## src/rtl/clkcal_pkg.sv

```systemverilog
package clkcal_pkg;
   typedef enum logic {
      TRIM_SLOW = 1'b0,
      TRIM_FAST = 1'b1
   } trim_dir_t;
endpackage

```

## src/rtl/clkcal_prescale.sv

```systemverilog
module clkcal_prescale #(
   parameter int HALF_W = 7
) (
   input  logic clk,
   input  logic rst_n,
   input  logic tick,
   output logic half_ev,
   output logic tap
);
   localparam int TAP_BIT = HALF_W - 2;

   logic [HALF_W-1:0] lo_q;

   always_ff @(posedge clk or negedge rst_n) begin
      if (!rst_n)    lo_q <= '0;
      else if (tick) lo_q <= lo_q + 1'b1;
   end

   assign half_ev = tick && (&lo_q);
   assign tap     = lo_q[TAP_BIT];

   // the reference tap moves only after an oscillator tick
   a_r8_tap_on_tick: assert property (@(posedge clk) disable iff (!rst_n)
      !$stable(tap) |-> $past(tick));
endmodule

```

## src/rtl/clkcal_stage256.sv

```systemverilog
module clkcal_stage256 (
   input  logic clk,
   input  logic rst_n,
   input  logic half_ev,
   input  logic req_slow,
   input  logic req_fast,
   output logic carry,
   output logic carry_dbl,
   output logic applied
);
   logic ph_q;
   logic blank;
   logic eff;

   assign blank     = half_ev && req_slow;
   assign eff       = half_ev && !req_slow;
   assign carry     = eff && ph_q;
   assign carry_dbl = carry && req_fast;
   assign applied   = blank || carry_dbl;

   always_ff @(posedge clk or negedge rst_n) begin
      if (!rst_n)   ph_q <= 1'b0;
      else if (eff) ph_q <= ~ph_q;
   end

   // a blanked half event leaves the pairing phase untouched
   a_r4_blank_holds_phase: assert property (@(posedge clk) disable iff (!rst_n)
      blank |=> ph_q == $past(ph_q));
endmodule

```

## src/rtl/clkcal_timebase.sv

```systemverilog
module clkcal_timebase #(
   parameter int SEC_CARRIES    = 128,
   parameter int SECS_PER_MIN   = 60,
   parameter int MINS_PER_CYCLE = 64,
   parameter int MAG_W          = 5
) (
   input  logic             clk,
   input  logic             rst_n,
   input  logic             tick,
   input  logic             carry,
   input  logic             carry_dbl,
   input  logic             applied,
   input  logic [MAG_W:0]   cal_word,
   output logic             req_slow,
   output logic             req_fast,
   output logic             sec_end,
   output logic             min_end
);
   import clkcal_pkg::*;

   localparam int SC_W  = $clog2(SEC_CARRIES + 2);
   localparam int SI_W  = $clog2(SECS_PER_MIN);
   localparam int MI_W  = $clog2(MINS_PER_CYCLE);
   localparam int CMP_W = ((MI_W > MAG_W + 1) ? MI_W : MAG_W + 1) + 1;

   logic [SC_W-1:0]  sc_q, sc_sum;
   logic [SI_W-1:0]  sidx_q;
   logic [MI_W-1:0]  minute_q;
   logic [MAG_W-1:0] lock_mag_q;
   trim_dir_t        lock_dir_q;
   logic             first_q, done_q;
   logic             last_sec, last_min, cyc_end, elig;
   logic [CMP_W-1:0] min_x, window;

   assign sc_sum   = sc_q + (carry_dbl ? SC_W'(2) : SC_W'(1));
   assign sec_end  = carry && (sc_sum >= SC_W'(SEC_CARRIES));
   assign last_sec = (sidx_q == SI_W'(SECS_PER_MIN - 1));
   assign last_min = (minute_q == MI_W'(MINS_PER_CYCLE - 1));
   assign min_end  = sec_end && last_sec;
   assign cyc_end  = min_end && last_min;

   assign min_x  = CMP_W'(minute_q);
   assign window = CMP_W'({lock_mag_q, 1'b0});
   assign elig   = (sidx_q == '0) && (min_x < window) && !done_q;

   assign req_slow = elig && (lock_dir_q == TRIM_SLOW);
   assign req_fast = elig && (lock_dir_q == TRIM_FAST);

   always_ff @(posedge clk or negedge rst_n) begin
      if (!rst_n) begin
         sc_q     <= '0;
         sidx_q   <= '0;
         minute_q <= '0;
         done_q   <= 1'b0;
      end else if (carry) begin
         sc_q <= sec_end ? '0 : sc_sum;
         if (sec_end) begin
            done_q <= 1'b0;
            sidx_q <= last_sec ? '0 : sidx_q + 1'b1;
            if (last_sec) minute_q <= last_min ? '0 : minute_q + 1'b1;
         end else if (applied) begin
            done_q <= 1'b1;
         end
      end else if (applied) begin
         done_q <= 1'b1;
      end
   end

   always_ff @(posedge clk or negedge rst_n) begin
      if (!rst_n) begin
         first_q    <= 1'b1;
         lock_mag_q <= '0;
         lock_dir_q <= TRIM_SLOW;
      end else if (tick && (first_q || cyc_end)) begin
         first_q    <= 1'b0;
         lock_mag_q <= cal_word[MAG_W-1:0];
         lock_dir_q <= trim_dir_t'(cal_word[MAG_W]);
      end
   end

   // a trim only ever lands in the opening second of a minute
   a_r5_trim_first_second: assert property (@(posedge clk) disable iff (!rst_n)
      applied |-> sidx_q == '0);
   // a trim only lands inside the 2N-minute window
   a_r6_trim_in_window: assert property (@(posedge clk) disable iff (!rst_n)
      applied |-> min_x < window);
   // the captured calibration changes only at a cycle boundary
   a_r7_lock_at_boundary: assert property (@(posedge clk) disable iff (!rst_n)
      !$stable(lock_mag_q) |-> (minute_q == '0 && sidx_q == '0 && sc_q == '0));
   // without a tick the second index holds
   a_r11_hold_without_tick: assert property (@(posedge clk) disable iff (!rst_n)
      !$past(tick) |-> $stable(sidx_q));
endmodule

```

## src/rtl/clkcal_top.sv

```systemverilog
module clkcal_top #(
   parameter int HALF_W         = 7,
   parameter int SEC_CARRIES    = 128,
   parameter int SECS_PER_MIN   = 60,
   parameter int MINS_PER_CYCLE = 64,
   parameter int MAG_W          = 5,
   parameter bit OUT_REG        = 1'b1
) (
   input  logic           clk,
   input  logic           rst_n,
   input  logic           tick_en,
   input  logic [MAG_W:0] cal_word,
   output logic           sec_pulse,
   output logic           min_strobe,
   output logic           tap_512,
   output logic           carry_256
);
   if (HALF_W < 3)         begin : g_bad_half $error("HALF_W must be at least 3"); end
   if (SEC_CARRIES < 4)    begin : g_bad_sc   $error("SEC_CARRIES must be at least 4"); end
   if (SECS_PER_MIN < 2)   begin : g_bad_spm  $error("SECS_PER_MIN must be at least 2"); end
   if (MINS_PER_CYCLE < 2) begin : g_bad_mpc  $error("MINS_PER_CYCLE must be at least 2"); end
   if (MAG_W < 1)          begin : g_bad_mag  $error("MAG_W must be at least 1"); end

   logic half_ev, req_slow, req_fast;
   logic carry, carry_dbl, applied;
   logic sec_end, min_end;

   clkcal_prescale #(.HALF_W(HALF_W)) u_pre (
      .clk(clk), .rst_n(rst_n), .tick(tick_en),
      .half_ev(half_ev), .tap(tap_512));

   clkcal_stage256 u_stage (
      .clk(clk), .rst_n(rst_n), .half_ev(half_ev),
      .req_slow(req_slow), .req_fast(req_fast),
      .carry(carry), .carry_dbl(carry_dbl), .applied(applied));

   clkcal_timebase #(
      .SEC_CARRIES(SEC_CARRIES), .SECS_PER_MIN(SECS_PER_MIN),
      .MINS_PER_CYCLE(MINS_PER_CYCLE), .MAG_W(MAG_W)) u_tb (
      .clk(clk), .rst_n(rst_n), .tick(tick_en),
      .carry(carry), .carry_dbl(carry_dbl), .applied(applied),
      .cal_word(cal_word), .req_slow(req_slow), .req_fast(req_fast),
      .sec_end(sec_end), .min_end(min_end));

   if (OUT_REG) begin : g_out_reg
      always_ff @(posedge clk or negedge rst_n) begin
         if (!rst_n) begin
            sec_pulse  <= 1'b0;
            min_strobe <= 1'b0;
            carry_256  <= 1'b0;
         end else begin
            sec_pulse  <= sec_end;
            min_strobe <= min_end;
            carry_256  <= carry;
         end
      end
   end else begin : g_out_comb
      assign sec_pulse  = sec_end;
      assign min_strobe = min_end;
      assign carry_256  = carry;
   end

   // every minute strobe coincides with a seconds pulse
   a_r10_min_with_sec: assert property (@(posedge clk) disable iff (!rst_n)
      min_strobe |-> sec_pulse);
endmodule

```

## config.mk

```make
export PLATFORM = sky130hd
export DESIGN_NAME = clkcal_top
export DESIGN_NICKNAME = d
export VERILOG_FILES = /design/src/rtl/clkcal_pkg.sv /design/src/rtl/clkcal_prescale.sv /design/src/rtl/clkcal_stage256.sv /design/src/rtl/clkcal_timebase.sv /design/src/rtl/clkcal_top.sv
export SDC_FILE = /design/constraint.sdc
export NUM_CORES = 1
export LEC_CHECK = 0
export ABC_AREA = 1
export BUFFER_PORTS_ARGS = -buffer_cell sky130_fd_sc_hd__buf_2
export CAP_MARGIN = 15
export CELL_PAD_IN_SITES_DETAIL_PLACEMENT = 1
export CELL_PAD_IN_SITES_GLOBAL_PLACEMENT = 1
export CORE_MARGIN = 1.5
export CORE_UTILIZATION = 45
export CTS_BUF_LIST = sky130_fd_sc_hd__clkbuf_4 sky130_fd_sc_hd__clkbuf_8
export DETAILED_ROUTE_END_ITERATION = 8
export PLACE_DENSITY = 0.87
export RECOVER_POWER = 50
export SYNTH_ARGS = -nofsm -noshare
export SYNTH_HDL_FRONTEND = slang
export SYNTH_HIERARCHICAL = 1
export SYNTH_SLANG_ARGS = --single-unit
```

## constraint.sdc

```tcl
create_clock -name clk -period 3.8 [get_ports clk]
set_input_delay 0.57 -clock clk [delete_from_list [all_inputs] [get_ports clk]]
set_output_delay 0.57 -clock clk [all_outputs]
set_load 0.02 [all_outputs]
```

Word level (Yosys, flattened, before mapping):

Cells that the tools add are included.

* output and inout bits: 4
* word-level logic and storage cells: 50
* register bits after elaboration: 39

* add/sub/neg operators: 4
* mux-type cells: 7
* reductions and logical operators: 21
* $lt $le $gt $ge: 2
* eq/ne operators: 2
* bitwise operators: 2

Operators by type and width (number)
* $logic_and A1 B1 Y1: 13
* $add A6 B1 Y6 const B: 2
* $eq A6 B6 Y1 const B: 2
* $mux W6: 2
* $add A8 B8 Y8: 1
* $ge A8 B8 Y1 const B: 1
* $mux W8: 1
* $add A7 B1 Y7 const B: 1
* $reduce_and A7 Y1: 1
* $logic_not A6 Y1: 1
* $lt A6 B6 Y1: 1
* $mux W1: 3
* $reduce_and A3 Y1: 1
* $logic_not A1 Y1: 2
* $logic_or A1 B1 Y1: 2
* $mux W2: 1
* $not A1 Y1: 2
* $reduce_and A2 Y1: 1

Depth between registers and ports, before layout:

* depth after elaboration: 16
* gate-level depth with buffers: 24

By module:

The synthesis kept the hierarchy.

Modules (own cells, without submodules)
* clkcal_timebase: area an instance 1604.0 um^2, instances 1, cells an instance 179, seq. area each 701.9 um^2
* clkcal_prescale: area an instance 342.8 um^2, instances 1, cells an instance 39, seq. area each 175.2 um^2
* clkcal_top: area an instance 75.1 um^2, instances 1, cells an instance 3, seq. area each 75.1 um^2
* clkcal_stage256: area an instance 70.1 um^2, instances 1, cells an instance 12, seq. area each 25.0 um^2

Worst setup path after synthesis:

OpenSTA, ideal clock, no wires.

* path kind: reg2reg
* from: reg u_tb.minute_q[2]
* to: reg u_tb.sc_q[5]
* setup slack: 1.042 ns
* stages on the path, launching flop included: 20
* arrival: 2.670 ns
* path buffers: 2
* library setup time: 0.089 ns
* cell sequence: dfrtp_1 -> ha_1 -> a21oi_1 -> nor2_1 -> o21ai_0 -> nand2_1 -> nand2_1 -> nand2_1 -> nor2_1 -> inv_1 -> nand4_1 -> inv_1 -> ha_1 -> nand3_2 -> nand2_2 -> a21oi_2 -> nor2_4 -> buf_6 -> buf_6 -> a211oi_4

* longest elaborated chain between the ends: 13
* elaborated cells on any way between the ends: 14

RTL lines
* from (decl): line clkcal_timebase.sv:28 `logic [MI_W-1:0] minute_q;`
* from (signal assigned): line clkcal_timebase.sv:60 `if (last_sec) minute_q <= last_min ? '0 : minute_q + 1'b1;`
* $lt A6 B6 Y1: line clkcal_timebase.sv:44 `assign elig = (sidx_q == '0) && (min_x < window) && !done_q;`
* $logic_and A1 B1 Y1 (2 in a row): line clkcal_timebase.sv:44
* $logic_and A1 B1 Y1: line clkcal_timebase.sv:46 `assign req_slow = elig && (lock_dir_q == TRIM_SLOW);`
* net req_slow: line clkcal_top.sv:24 `logic half_ev, req_slow, req_fast;`
* $logic_not A1 Y1: line clkcal_stage256.sv:16 `assign eff = half_ev && !req_slow;`
* $logic_and A1 B1 Y1: line clkcal_stage256.sv:16
* $logic_and A1 B1 Y1: line clkcal_stage256.sv:17 `assign carry = eff && ph_q;`
* $logic_and A1 B1 Y1: line clkcal_stage256.sv:18 `assign carry_dbl = carry && req_fast;`
* net carry_dbl: line clkcal_top.sv:25 `logic carry, carry_dbl, applied;`
* $mux W2: line clkcal_timebase.sv:35 `assign sc_sum = sc_q + (carry_dbl ? SC_W'(2) : SC_W'(1));`
* $add A8 B8 Y8: line clkcal_timebase.sv:35
* $ge A8 B8 Y1: line clkcal_timebase.sv:36 `assign sec_end = carry && (sc_sum >= SC_W'(SEC_CARRIES));`
* $logic_and A1 B1 Y1: line clkcal_timebase.sv:36
* net sec_end: line clkcal_top.sv:26 `logic sec_end, min_end;`
* $mux W8: line clkcal_timebase.sv:56 `sc_q <= sec_end ? '0 : sc_sum;`
* to (signal assigned): line clkcal_timebase.sv:56
* to (decl): line clkcal_timebase.sv:26 `logic [SC_W-1:0] sc_q, sc_sum;`

The timed path passes the listed nets, and every way through them passes these cells.
A chain may end at the register's enable or synchronous reset.

Final worst setup path:

* from: reg u_tb.minute_q[2]
* to: reg u_tb.lock_mag_q[4]

* longest elaborated chain between the ends: 16
* elaborated cells on any way between the ends: 18

RTL lines
* $lt A6 B6 Y1: line clkcal_timebase.sv:44
* $logic_and A1 B1 Y1 (2 in a row): line clkcal_timebase.sv:44
* $logic_and A1 B1 Y1: line clkcal_timebase.sv:46
* net req_slow: line clkcal_top.sv:24
* $logic_not A1 Y1: line clkcal_stage256.sv:16
* $logic_and A1 B1 Y1: line clkcal_stage256.sv:16
* $logic_and A1 B1 Y1: line clkcal_stage256.sv:17
* $logic_and A1 B1 Y1: line clkcal_stage256.sv:18
* net carry_dbl: line clkcal_top.sv:25
* [1 not listed]
* $add A8 B8 Y8: line clkcal_timebase.sv:35
* $ge A8 B8 Y1: line clkcal_timebase.sv:36
* $logic_and A1 B1 Y1: line clkcal_timebase.sv:36
* net sec_end: line clkcal_top.sv:26
* $logic_and A1 B1 Y1: line clkcal_timebase.sv:39 `assign min_end = sec_end && last_sec;`
* $logic_and A1 B1 Y1: line clkcal_timebase.sv:40 `assign cyc_end = min_end && last_min;`
* $logic_or A1 B1 Y1: line clkcal_timebase.sv:74 `end else if (tick && (first_q || cyc_end)) begin`
* $logic_and A1 B1 Y1: line clkcal_timebase.sv:74
* to (signal assigned): line clkcal_timebase.sv:76 `lock_mag_q <= cal_word[MAG_W-1:0];`
* to (decl): line clkcal_timebase.sv:29 `logic [MAG_W-1:0] lock_mag_q;`

The timed path passes the listed nets, and every way through them passes these cells.

==> impl_metrics.json <==
{
  "status": "finished with violations",
  "violations": "max-capacitance violations, max-slew violations",
  "wire_per_inst_um": 14.2,
  "finalPower_mw": 1.03,
  "clockRootBuffer": "clkbuf_8",
  "preCtsSetupSlack_ps": 590,
  "via_per_inst": 5.28,
  "die_w_um": 71.2,
  "grt_pass1_vias": 1691,
  "holdWs_ps": 483,
  "seq_area_frac_synth_pct": 46.7,
  "setup_viol": 0,
  "firstDrtPassIters": 4,
  "post-cts-setup-buffers": 0,
  "cts_sinks": 39,
  "synth_edf_count": 0,
  "clkTransAtPathRegs_ps": 70,
  "powerDensity_mw_per_mm2": 449,
  "leakage_nw": 1.18,
  "synthAdderAreaFrac_pct": 6.94,
  "rsz0062_at_grt": "false",
  "avgSynthCellArea_um2": 8.98,
  "synth_compound_area_share_pct": 5.86,
  "fin_tns_setup_ps": 0,
  "netlist_area_mm2": 0.00209,
  "dp_hpwl_um": 3170,
  "drt_iter0_drc": 60,
  "setup_slack_ps": 460,
  "synth_top_family_by_area": "simple AND/OR/NAND/NOR gates",
  "cts.repair.resized": 0,
  "synth.distinct_cells": 35,
  "cts_buffer_depth": 2,
  "hold_buffers": 0,
  "initial_utilization_pct": 47.4,
  "crit_fanout": 10,
  "cp.required_ps": 3980,
  "max_freq_mhz": 299,
  "fp.dieH_um": 71.2,
  "drc": 0,
  "cts_buffers": 5,
  "synth-simple-area-share_pct": 27.7,
  "switching_power_uw": 324,
  "place_congestion": 0.789,
  "crit_type": "register to register",
  "grt_remaining_overflow": 0,
  "syn_nets": 253,
  "clock_latency_ps": 280,
  "crit_path_start_kind": "register",
  "synth_mux_area_share_pct": 1.50,
  "grt_max_degree": 40,
  "power.share.switching_pct": 31.6,
  "fin_skew_ps": 2.88,
  "r2r_setup_slack_ps": 460,
  "fillers": 529,
  "fin_util_pct": 51.8,
  "layout_common_cells": "nand2_1 (51), dfrtp_1 (38), inv_1 (29)",
  "seqCellArea_um2": 977,
  "slew_headroom_pct": -36.2,
  "htree_levels": 2,
  "groute.usage.overall_pct": 19.8,
  "core-area_mm2": 0.00441,
  "antenna_found_initial": 0,
  "synthXorXnorAreaFrac_pct": 4.19,
  "drv_slew": 40,
  "max_cap_viol_count": 1,
  "design.die.area_mm2": 0.00507,
  "ys.flop_type": "dfrtp_1",
  "syn_inst": 233,
  "n_antenna_cell": 0,
  "final_common_cell": "nand2_1",
  "drt_wl_total_um": 4320,
  "tightest_slew_ps": 2040,
  "critPathArrivalTime_ps": 3520,
  "p_seq_share_pct": 51.5,
  "power_frac_clock_pct": 27.3,
  "ir_drop_mv": 0.283,
  "timing_hold_violations_final": 0,
  "min_period_ps": 3340,
  "placementRows": 24,
  "fin_nets": 270,
  "multiInputGateArea_um2": 966,
  "grt_pass1_wl_um": 7790,
  "internal-power_uw": 702,
  "fin_crit_sh_pct": 87.9,
  "hold_path.class": "register to register",
  "yosys_warnings": 6,
  "ys_seq_elements": 39,
  "vias": 1599,
  "crit_path_end_kind": "register",
  "comb_power_share_pct": 21.2,
  "ant_nets": 0,
  "cts_tree": "yes",
  "pin_count": 13,
  "place.port_buffers": 12,
  "syn_to_final_growth_pct": 9.27,
  "layout-drive-gt1-share_pct": 17.1,
  "async_flop_share_pct": 100
}
==> critical path, stage by stage, from the launching register on <==
cell and delay (ps):
dfrtp_1 440, ha_1 310, a21oi_1 150, nor2_1 50, o21ai_0 160, nand2_1 70, nand2_1 70, nand2_1 80
nor2_1 150, inv_1 90, nand4_1 90, inv_1 90, ha_1 310, nand3_2 80, nand2_2 90, nand3_2 100
nand2_4 70, nor2_4 230, nand3_1 190, nand2_4 150, nand2_4 80, nand2_1 110, nand2_1 50
==> metrics by stage <==
stage | std cells | area, µm²
floorplan | 233 | 2090
global placement | 295 | 2200
detailed placement | 295 | 2200
CTS | 303 | 2290
global route | 303 | 2290
finish | 303 | 2290
==> power by group through the flow <==
| stage | clock network, mW | logic [mW] | registers (mW) |
|---|---|---|---|
| 2_1_floorplan | 0 | 0.162 | 0.527 |
| 3_3_place_gp | 0 | 0.203 | 0.533 |
| 3_5_place_dp | 0 | 0.220 | 0.534 |
| 4_1_cts | 0.286 | 0.223 | 0.529 |
| 5_1_grt | 0.306 | 0.254 | 0.538 |
| 6_report | 0.281 | 0.217 | 0.528 |
==> state kept, by name, summed over array words and instances, names as in the netlist, 5 cells and up <==
| signal | cells |
|---|---|
| u_tb/sidx_q | 6 |
| u_pre/lo_q | 7 |
| u_tb/lock_mag_q | 5 |
| u_tb/sc_q | 8 |
| u_tb/minute_q | 6 |
==> Yosys cell counts, types with 2 or more instances <==
cell type | number | share of area, %
nand2_1 | 51 | 9.2
mux2i_1 | 2 | 0.96
nand2_2 | 4 | 1.2
nand3_1 | 19 | 4.5
nand4_1 | 5 | 1.5
buf_6 | 2 | 1.1
dfrtp_1 | 38 | 45
o21ai_0 | 10 | 2.4
xor2_1 | 6 | 2.5
nand3_2 | 2 | 0.96
a21oi_1 | 3 | 0.72
nor2_1 | 20 | 3.6
nor3_1 | 2 | 0.48
ha_1 | 10 | 6.0
buf_2 | 2 | 0.48
inv_1 | 29 | 5.2
inv_2 | 2 | 0.36
nand2_4 | 3 | 1.6
xnor2_1 | 4 | 1.7
nor2_4 | 4 | 2.2
==> cells by family (layout without fill, tap and decap cells) <==
kind of cell	after synthesis	in the layout
multiplexers	3	3
AND/OR/NAND/NOR	116	116
flip-flops	39	39
buffers and inverters	35	53
XOR/XNOR	10	10
adder cells (fa/ha/maj)	11	11
AO/OA/AOI/OAI	19	19
==> final timing paths <==
| kind | startpoint | end | cells past startpoint |
|---|---|---|---|
| worst max-delay path | u_tb/minute_q[2]$_DFFE_PN0P_ | u_tb/lock_mag_q[4]$_DFFE_PN0P_ | 22 |
| worst min-delay path | u_tb/lock_mag_q[3]$_DFFE_PN0P_ | u_tb/lock_mag_q[3]$_DFFE_PN0P_ | 2 |
| worst max register to register | u_tb/minute_q[2]$_DFFE_PN0P_ | u_tb/lock_mag_q[4]$_DFFE_PN0P_ | 22 |
| worst min register to register | u_tb/lock_mag_q[3]$_DFFE_PN0P_ | u_tb/lock_mag_q[3]$_DFFE_PN0P_ | 2 |
| max in group asynchronous | rst_n | u_tb/sc_q[4]$_DFFE_PN0P_ | 1 |
| min in group asynchronous | rst_n | u_tb/minute_q[1]$_DFFE_PN0P_ | 1 |
==> layer usage <==
metal / vias up / global-route usage, % / part of all wire (%)
met2: 22 / 35.2 / 51
met4: 0 / 5.66 / 0.88
met1: 799 / 24.2 / 46
li1: 773 / - / -
met3: 5 / 4.27 / 2.8
met5: - / 0 / 0
==> area by class of cell <==
cell class                      count  area share [%]
Sequential cell                    39            42.7
Tap cell                           52            2.85
Inverter                           31            5.09
Multi-Input combinational cell    159            42.3
Timing Repair Buffer               14            3.17
Clock buffer                        7            3.67
Clock inverter                      1           0.219
(Power assumes the default switching activity.)
